<file path="src/rtl/fpx_pkg.sv">
package fpx_pkg;

    localparam int REG_W    = 32;
    localparam int FLAG_W   = 5;
    localparam int EN_LSB   = 23;
    localparam int ACC_LSB  = 5;
    localparam int CUR_LSB  = 0;
    localparam int TT_LSB   = 14;
    localparam int TT_W     = 3;
    localparam logic [TT_W-1:0] TT_IEEE = 3'd1;

    typedef logic [REG_W-1:0]  word_t;
    typedef logic [FLAG_W-1:0] flags_t;

    typedef enum logic [2:0] {
        FLG_INEXACT = 3'd0,
        FLG_DIVZ    = 3'd1,
        FLG_UNDER   = 3'd2,
        FLG_OVER    = 3'd3,
        FLG_INVALID = 3'd4
    } flag_idx_e;

    typedef struct packed {
        logic   any;
        logic   take_trap;
        flags_t cur_set;
    } decision_t;

    function automatic flags_t field_get(input word_t w, input int lsb);
        return w[lsb +: FLAG_W];
    endfunction

    function automatic word_t field_put(input word_t w, input int lsb, input flags_t f);
        word_t r;
        r = w;
        r[lsb +: FLAG_W] = f;
        return r;
    endfunction

endpackage

</file>
<file path="src/rtl/fpx_prio_pick.sv">
module fpx_prio_pick #(
    parameter int W = fpx_pkg::FLAG_W
) (
    input  logic [W-1:0] req,
    output logic [W-1:0] grant
);
    logic [W:0] above;

    assign above[W] = 1'b0;

    generate
        for (genvar i = W - 1; i >= 0; i--) begin : g_bit
            assign above[i] = above[i+1] | req[i];
            assign grant[i] = req[i] & ~above[i+1];
        end
    endgenerate
endmodule

</file>
<file path="src/rtl/fpx_trap_decide.sv">
module fpx_trap_decide
    import fpx_pkg::*;
(
    input  flags_t    flags,
    input  flags_t    en_mask,
    output decision_t dec
);
    flags_t masked;
    flags_t single;

    assign masked = flags & en_mask;

    fpx_prio_pick #(.W(FLAG_W)) u_pick (
        .req   (masked),
        .grant (single)
    );

    always_comb begin
        dec.any       = |flags;
        dec.take_trap = |masked;
        dec.cur_set   = dec.take_trap ? single : flags;
    end
endmodule

</file>
<file path="src/rtl/fpx_field_merge.sv">
module fpx_field_merge
    import fpx_pkg::*;
(
    input  word_t     base,
    input  flags_t    flags,
    input  decision_t dec,
    output word_t     next_w
);
    always_comb begin
        next_w = base;
        if (dec.any) begin
            next_w = field_put(next_w, CUR_LSB, dec.cur_set);
            if (dec.take_trap) begin
                next_w[TT_LSB +: TT_W] = TT_IEEE;
            end else begin
                next_w = field_put(next_w, ACC_LSB, field_get(base, ACC_LSB) | flags);
            end
        end
    end
endmodule

</file>
<file path="src/rtl/fpx_status_recorder.sv">
module fpx_status_recorder
    import fpx_pkg::*;
(
    input  logic              clk,
    input  logic              rst,
    input  logic              wr_en,
    input  logic [REG_W-1:0]  wr_data,
    input  logic              upd_valid,
    input  logic [FLAG_W-1:0] upd_flags,
    output logic [REG_W-1:0]  status_q,
    output logic              trap_req
);
    word_t     base;
    word_t     merged;
    decision_t dec;

    assign base = wr_en ? wr_data : status_q;

    fpx_trap_decide u_decide (
        .flags   (upd_flags),
        .en_mask (field_get(base, EN_LSB)),
        .dec     (dec)
    );

    fpx_field_merge u_merge (
        .base   (base),
        .flags  (upd_flags),
        .dec    (dec),
        .next_w (merged)
    );

    always_ff @(posedge clk) begin
        if (rst) begin
            status_q <= '0;
            trap_req <= 1'b0;
        end else begin
            trap_req <= upd_valid & dec.take_trap;
            if (upd_valid) begin
                status_q <= merged;
            end else if (wr_en) begin
                status_q <= wr_data;
            end
        end
    end
endmodule

</file>
<file path="config.mk">
export PLATFORM = sky130hd
export DESIGN_NAME = fpx_status_recorder
export DESIGN_NICKNAME = d
export VERILOG_FILES = /design/src/rtl/fpx_pkg.sv /design/src/rtl/fpx_prio_pick.sv /design/src/rtl/fpx_trap_decide.sv /design/src/rtl/fpx_field_merge.sv /design/src/rtl/fpx_status_recorder.sv
export SDC_FILE = /design/constraint.sdc
export NUM_CORES = 1
export LEC_CHECK = 0
export BUFFER_PORTS_ARGS = -buffer_cell sky130_fd_sc_hd__buf_2
export CAP_MARGIN = 25
export CORE_UTILIZATION = 51
export DETAILED_ROUTE_END_ITERATION = 10
export PLACE_DENSITY = 0.8
export SLEW_MARGIN = 10
export SYNTH_ARGS = -nofsm -noshare
export SYNTH_HDL_FRONTEND = slang
export SYNTH_HIERARCHICAL = 1
export SYNTH_SLANG_ARGS = --single-unit
</file>
<file path="constraint.sdc">
create_clock -name clk -period 3.4 [get_ports clk]
set_clock_uncertainty 0.05 [all_clocks]
set_input_delay 0.68 -clock clk [delete_from_list [all_inputs] [get_ports clk]]
set_output_delay 0.68 -clock clk [all_outputs]
set_load 0.01 [all_outputs]
</file>
== Word-level counts from Yosys, hierarchy flattened ==
Cells that the tools add are included.

* Register bits: 33
* Input port bits: 41
* Output and inout bits: 33
* Word-level logic and storage cells: 24

* Multiplexer cells: 6
* Bitwise gates (word level): 14
* Reduce and logical (&&, ||, !) cells: 2

{| class="wikitable"
|+ Operators by type and width
! operator !! count
|-
| 2-to-1 mux 17 bit || 2
|-
| 2-to-1 mux 32 bit || 1
|-
| 2-to-1 mux 10 bit || 1
|-
| OR reduction 5 bit || 2
|-
| bitwise AND 1 bit || 5
|-
| bitwise AND 5 bit || 1
|-
| 2-to-1 mux 5 bit || 1
|-
| bitwise OR 5 bit || 1
|-
| inverter 1 bit || 4
|-
| 2-to-1 mux 3 bit || 1
|-
| bitwise OR 1 bit || 3
|}

== Longest topological paths before layout ==
* Word-level depth: 11
* Mapped depth: 10
* Mapped depth without buffers: 8

== Hierarchy ==
Netlist, hierarchy kept.

{| class="wikitable"
|+ By module, submodules not included
! module !! times used !! cells each !! area an instance (sq um) !! seq. area each (sq um)
|-
| fpx_status_recorder || 1 || 145 || 1781.7 || 660.6
|-
| fpx_field_merge || 1 || 35 || 284.0 || 0.0
|-
| fpx_trap_decide || 1 || 16 || 150.1 || 0.0
|-
| fpx_prio_pick || 1 || 6 || 55.1 || 0.0
|}

== Least setup slack after synthesis ==
No wires, ideal clock.

* Kind: in2reg
* Start point: in wr_en
* End point: reg status_q[4]
* Setup time: 116 ps
* Data arrival time: 2876 ps
* Data required time: 3234 ps
* Path slack: 357 ps
* Cell stages on the path: 10
* Path buffers: 3
* Cell sequence: buf_6 -> buf_12 -> mux2_4 -> and2_1 -> or4_4 -> buf_6 -> mux2_4 -> mux2_2 -> nand2b_1 -> o211a_1

{| class="wikitable"
|+ RTL lines
! item !! line !! RTL
|-
| start, declared || fpx_status_recorder.sv:6 || <nowiki>input logic wr_en,</nowiki>
|-
| end signal, assigned || fpx_status_recorder.sv:39 || <nowiki>status_q <= merged;</nowiki>
|-
| end signal, assigned || fpx_status_recorder.sv:41 || <nowiki>status_q <= wr_data;</nowiki>
|-
| end, declared || fpx_status_recorder.sv:10 || <nowiki>output logic [REG_W-1:0] status_q,</nowiki>
|}

==> metrics.txt <==
result of the run=complete, no violations; Post-route DRC=0; via density per instance=5.28; Worst Hold Path EP=status_q[29]; CTS sink cnt=33; count of boundary I/O pins=74; CTS H-tree lvls=2; commonest non-fill, non-tap cell in the layout=buf_2; number of antenna violations at the first check in global routing=0; Setup CP Type=in2reg; total grt overflow=0; Initial Utilization=54.8%; synth-to-layout area growth=14.6%; Post-Syn Nets=243; overall die height=68.7 µm; critical path's most frequent cell=mux2_4; worst vdd ir=0.254 mV; cell area after layout=2600 µm²; transition time of the tightest slew-check pin=0.456 ns; count of nets after finishing=293; global-route wire length before repair=6210 µm; mean routed wirelength per cell=14.0 µm; cell at the root of the clock tree=clkbuf_8; setup total negative slack=0 ns; instance count of the mapped netlist=202; antenna diode count=0; total number of yosys warnings=6; number of buffers created by CTS=5; clock latency on the worst-skew pair=0.28 ns; mean cell area of the mapped netlist=11.2 µm²; Die Area=4720 µm²; maximum number of pins on one net before global-route repair=66; Hold/Removal Path Class=reg2reg; vias in the first global route=1410; setup repair after global routing missed its margin=no; Worst Slack Setup Final=0.534 ns; part of the cycle the worst path needs=84.3%; hold_buf cts=0; post-CTS setup-driven buffer insertion count=0; aggregate global-route resource usage=17.9%; maximum buffer depth of the clock tree=2; flip-flop and latch count after synthesis=33; Power Total=1100 µW; total power density per cell area=424 nW/µm²; number of buffers and inverters on the critical path=1; Crit path arrival time=2.98 ns; count of endpoints failing hold in the final timing report=0; pre-CTS setup slack=0.211 ns; post-cts gate resize count=0; Hold Path Cell Cnt=2; source of the worst hold timing path=status_q[29]; number of max-cap violations=0; largest stage delay on the critical path=0.63 ns; first drt pass iteration count=4; antenna-violating nets left=0; slowest library cell on the worst path=or4_4; reg-to-reg endpoint=status_q[2]; Post-DP Area=2440 µm²; die width=68.7 µm; Tmin final=2.87 ns; via count=1601; setup slack, reg-to-reg=0.95 ns; share of post-route cells with drive strength above 1=52.2%; count of unique library cells instantiated by Yosys=24; endpoints failing setup=0; detailed-route wire length=4240 µm; number of slew-limit violations in the final report=0; most frequent cells in the layout=buf_2 (73), mux2_4 (35), nand2b_1 (34); critical path data required time=3.52 ns; critical path capture point type=register; cell family contributing the most delay on the critical path=simple AND/OR/NAND/NOR gates; detailed-placement wirelength estimate=2870 µm; max_slew headroom=69.6%; Leak Pwr=0.00155 µW; CTS tree=yes; critical-path cell list=buf_2 > mux2_4 > and2_1 > or4_4 > mux2_4 > mux2_2 > nand2b_1 > o211a_1; crit start category=input port; routability congestion estimate from global placement=0.783; post-synthesis sequential area ratio=29.1%; core area=4140 µm²; Worst-path clk slew=0.07 ns; count of routing violations after the opening detailed-route iteration=54; Cell Rows=23; top achievable clock speed=0.349 GHz; Cell Area, Synth=2270 µm²; buffers added on ports=73; CP Max Fanout=10; Reg2Reg Launch Point=status_q[26]; r2r worst-path depth=7
## tightest hold or removal path, cell delays in order (launching register included)
cell and delay [ns]:
dfxtp_1 0.32, mux2_4 0.14, o211a_1 0.12
## worst max-delay path by stage
stage	startpoint	endpoint	slack, ns	cells after the start
floorplan	wr_en	status_q[4]	0.36	10
global placement	wr_en	status_q[1]	0.27	8
detailed placement	wr_en	status_q[2]	0.21	8
CTS	wr_en	status_q[2]	0.49	8
global route	wr_en	status_q[3]	0.48	8
finish	wr_en	status_q[2]	0.53	8
## cell usage after synthesis, drive strengths merged
library cell	n	area (µm²)
or4	1	11.3
and2	7	43.8
dfxtp	33	661
nor2b	2	20.0
nor3	1	5.00
nand2b	34	213
mux2	42	604
nor4b	1	15.0
a21o	5	37.5
buf	31	272
o211a	32	320
a22o	1	8.76
and3	1	6.26
nor2	1	3.75
inv	1	3.75
nand2	2	7.51
nor3b	1	7.51
nor4	1	12.5
clkbuf	5	18.8
## cell type report
type	count	area, µm²
Inverter	1	3.75
Tap cell	50	62.6
Fill cell	336	1540
Clock buffer	7	86.3
Clock inverter	1	30.0
Sequential cell	33	661
Timing Repair Buffer	79	443
Multi-Input combinational cell	132	1320
## report_power, final
group | switching (µW) | internal, µW
combinational | 120 | 168
clock | 142 | 239
sequential | 15.0 | 419
## per-layer routing
layer | routed length [µm] | GRT usage [%] | part of all wire [%] | vias to the layer above
li1 | - | - | - | 795
met1 | 1970 | 21.4 | 47 | 750
met2 | 1980 | 29.9 | 47 | 51
met3 | 255 | 5.92 | 6.0 | 5
met4 | 30 | 5.87 | 0.71 | 0
met5 | 0 | 0 | 0 | -
## through the flow
step / hold WS (ns) / util [%] / cells
floorplan: 0.607 / - / 202
global placement: 0.538 / 58.8 / 293
detailed placement: 0.542 / 58.8 / 293
CTS: 0.562 / 61.7 / 301
global route: 0.588 / 62.8 / 303
finish: 0.560 / 62.8 / 303
## cells by family (layout without fill, tap and decap cells)
kind of cell / Yosys count / count (layout) / share of synthesized area, %
AOI/OAI and AO/OA: 38 / 38 / 16.1
buffers and inverters: 37 / 88 / 12.9
DFF: 33 / 33 / 29.1
muxes: 42 / 42 / 26.6
and+or+nand+nor: 52 / 52 / 15.2
## registers in the layout, indices dropped and copies added, names as in the netlist
register	count
status_q	32
trap_req	1
(Power assumes the default switching activity.)
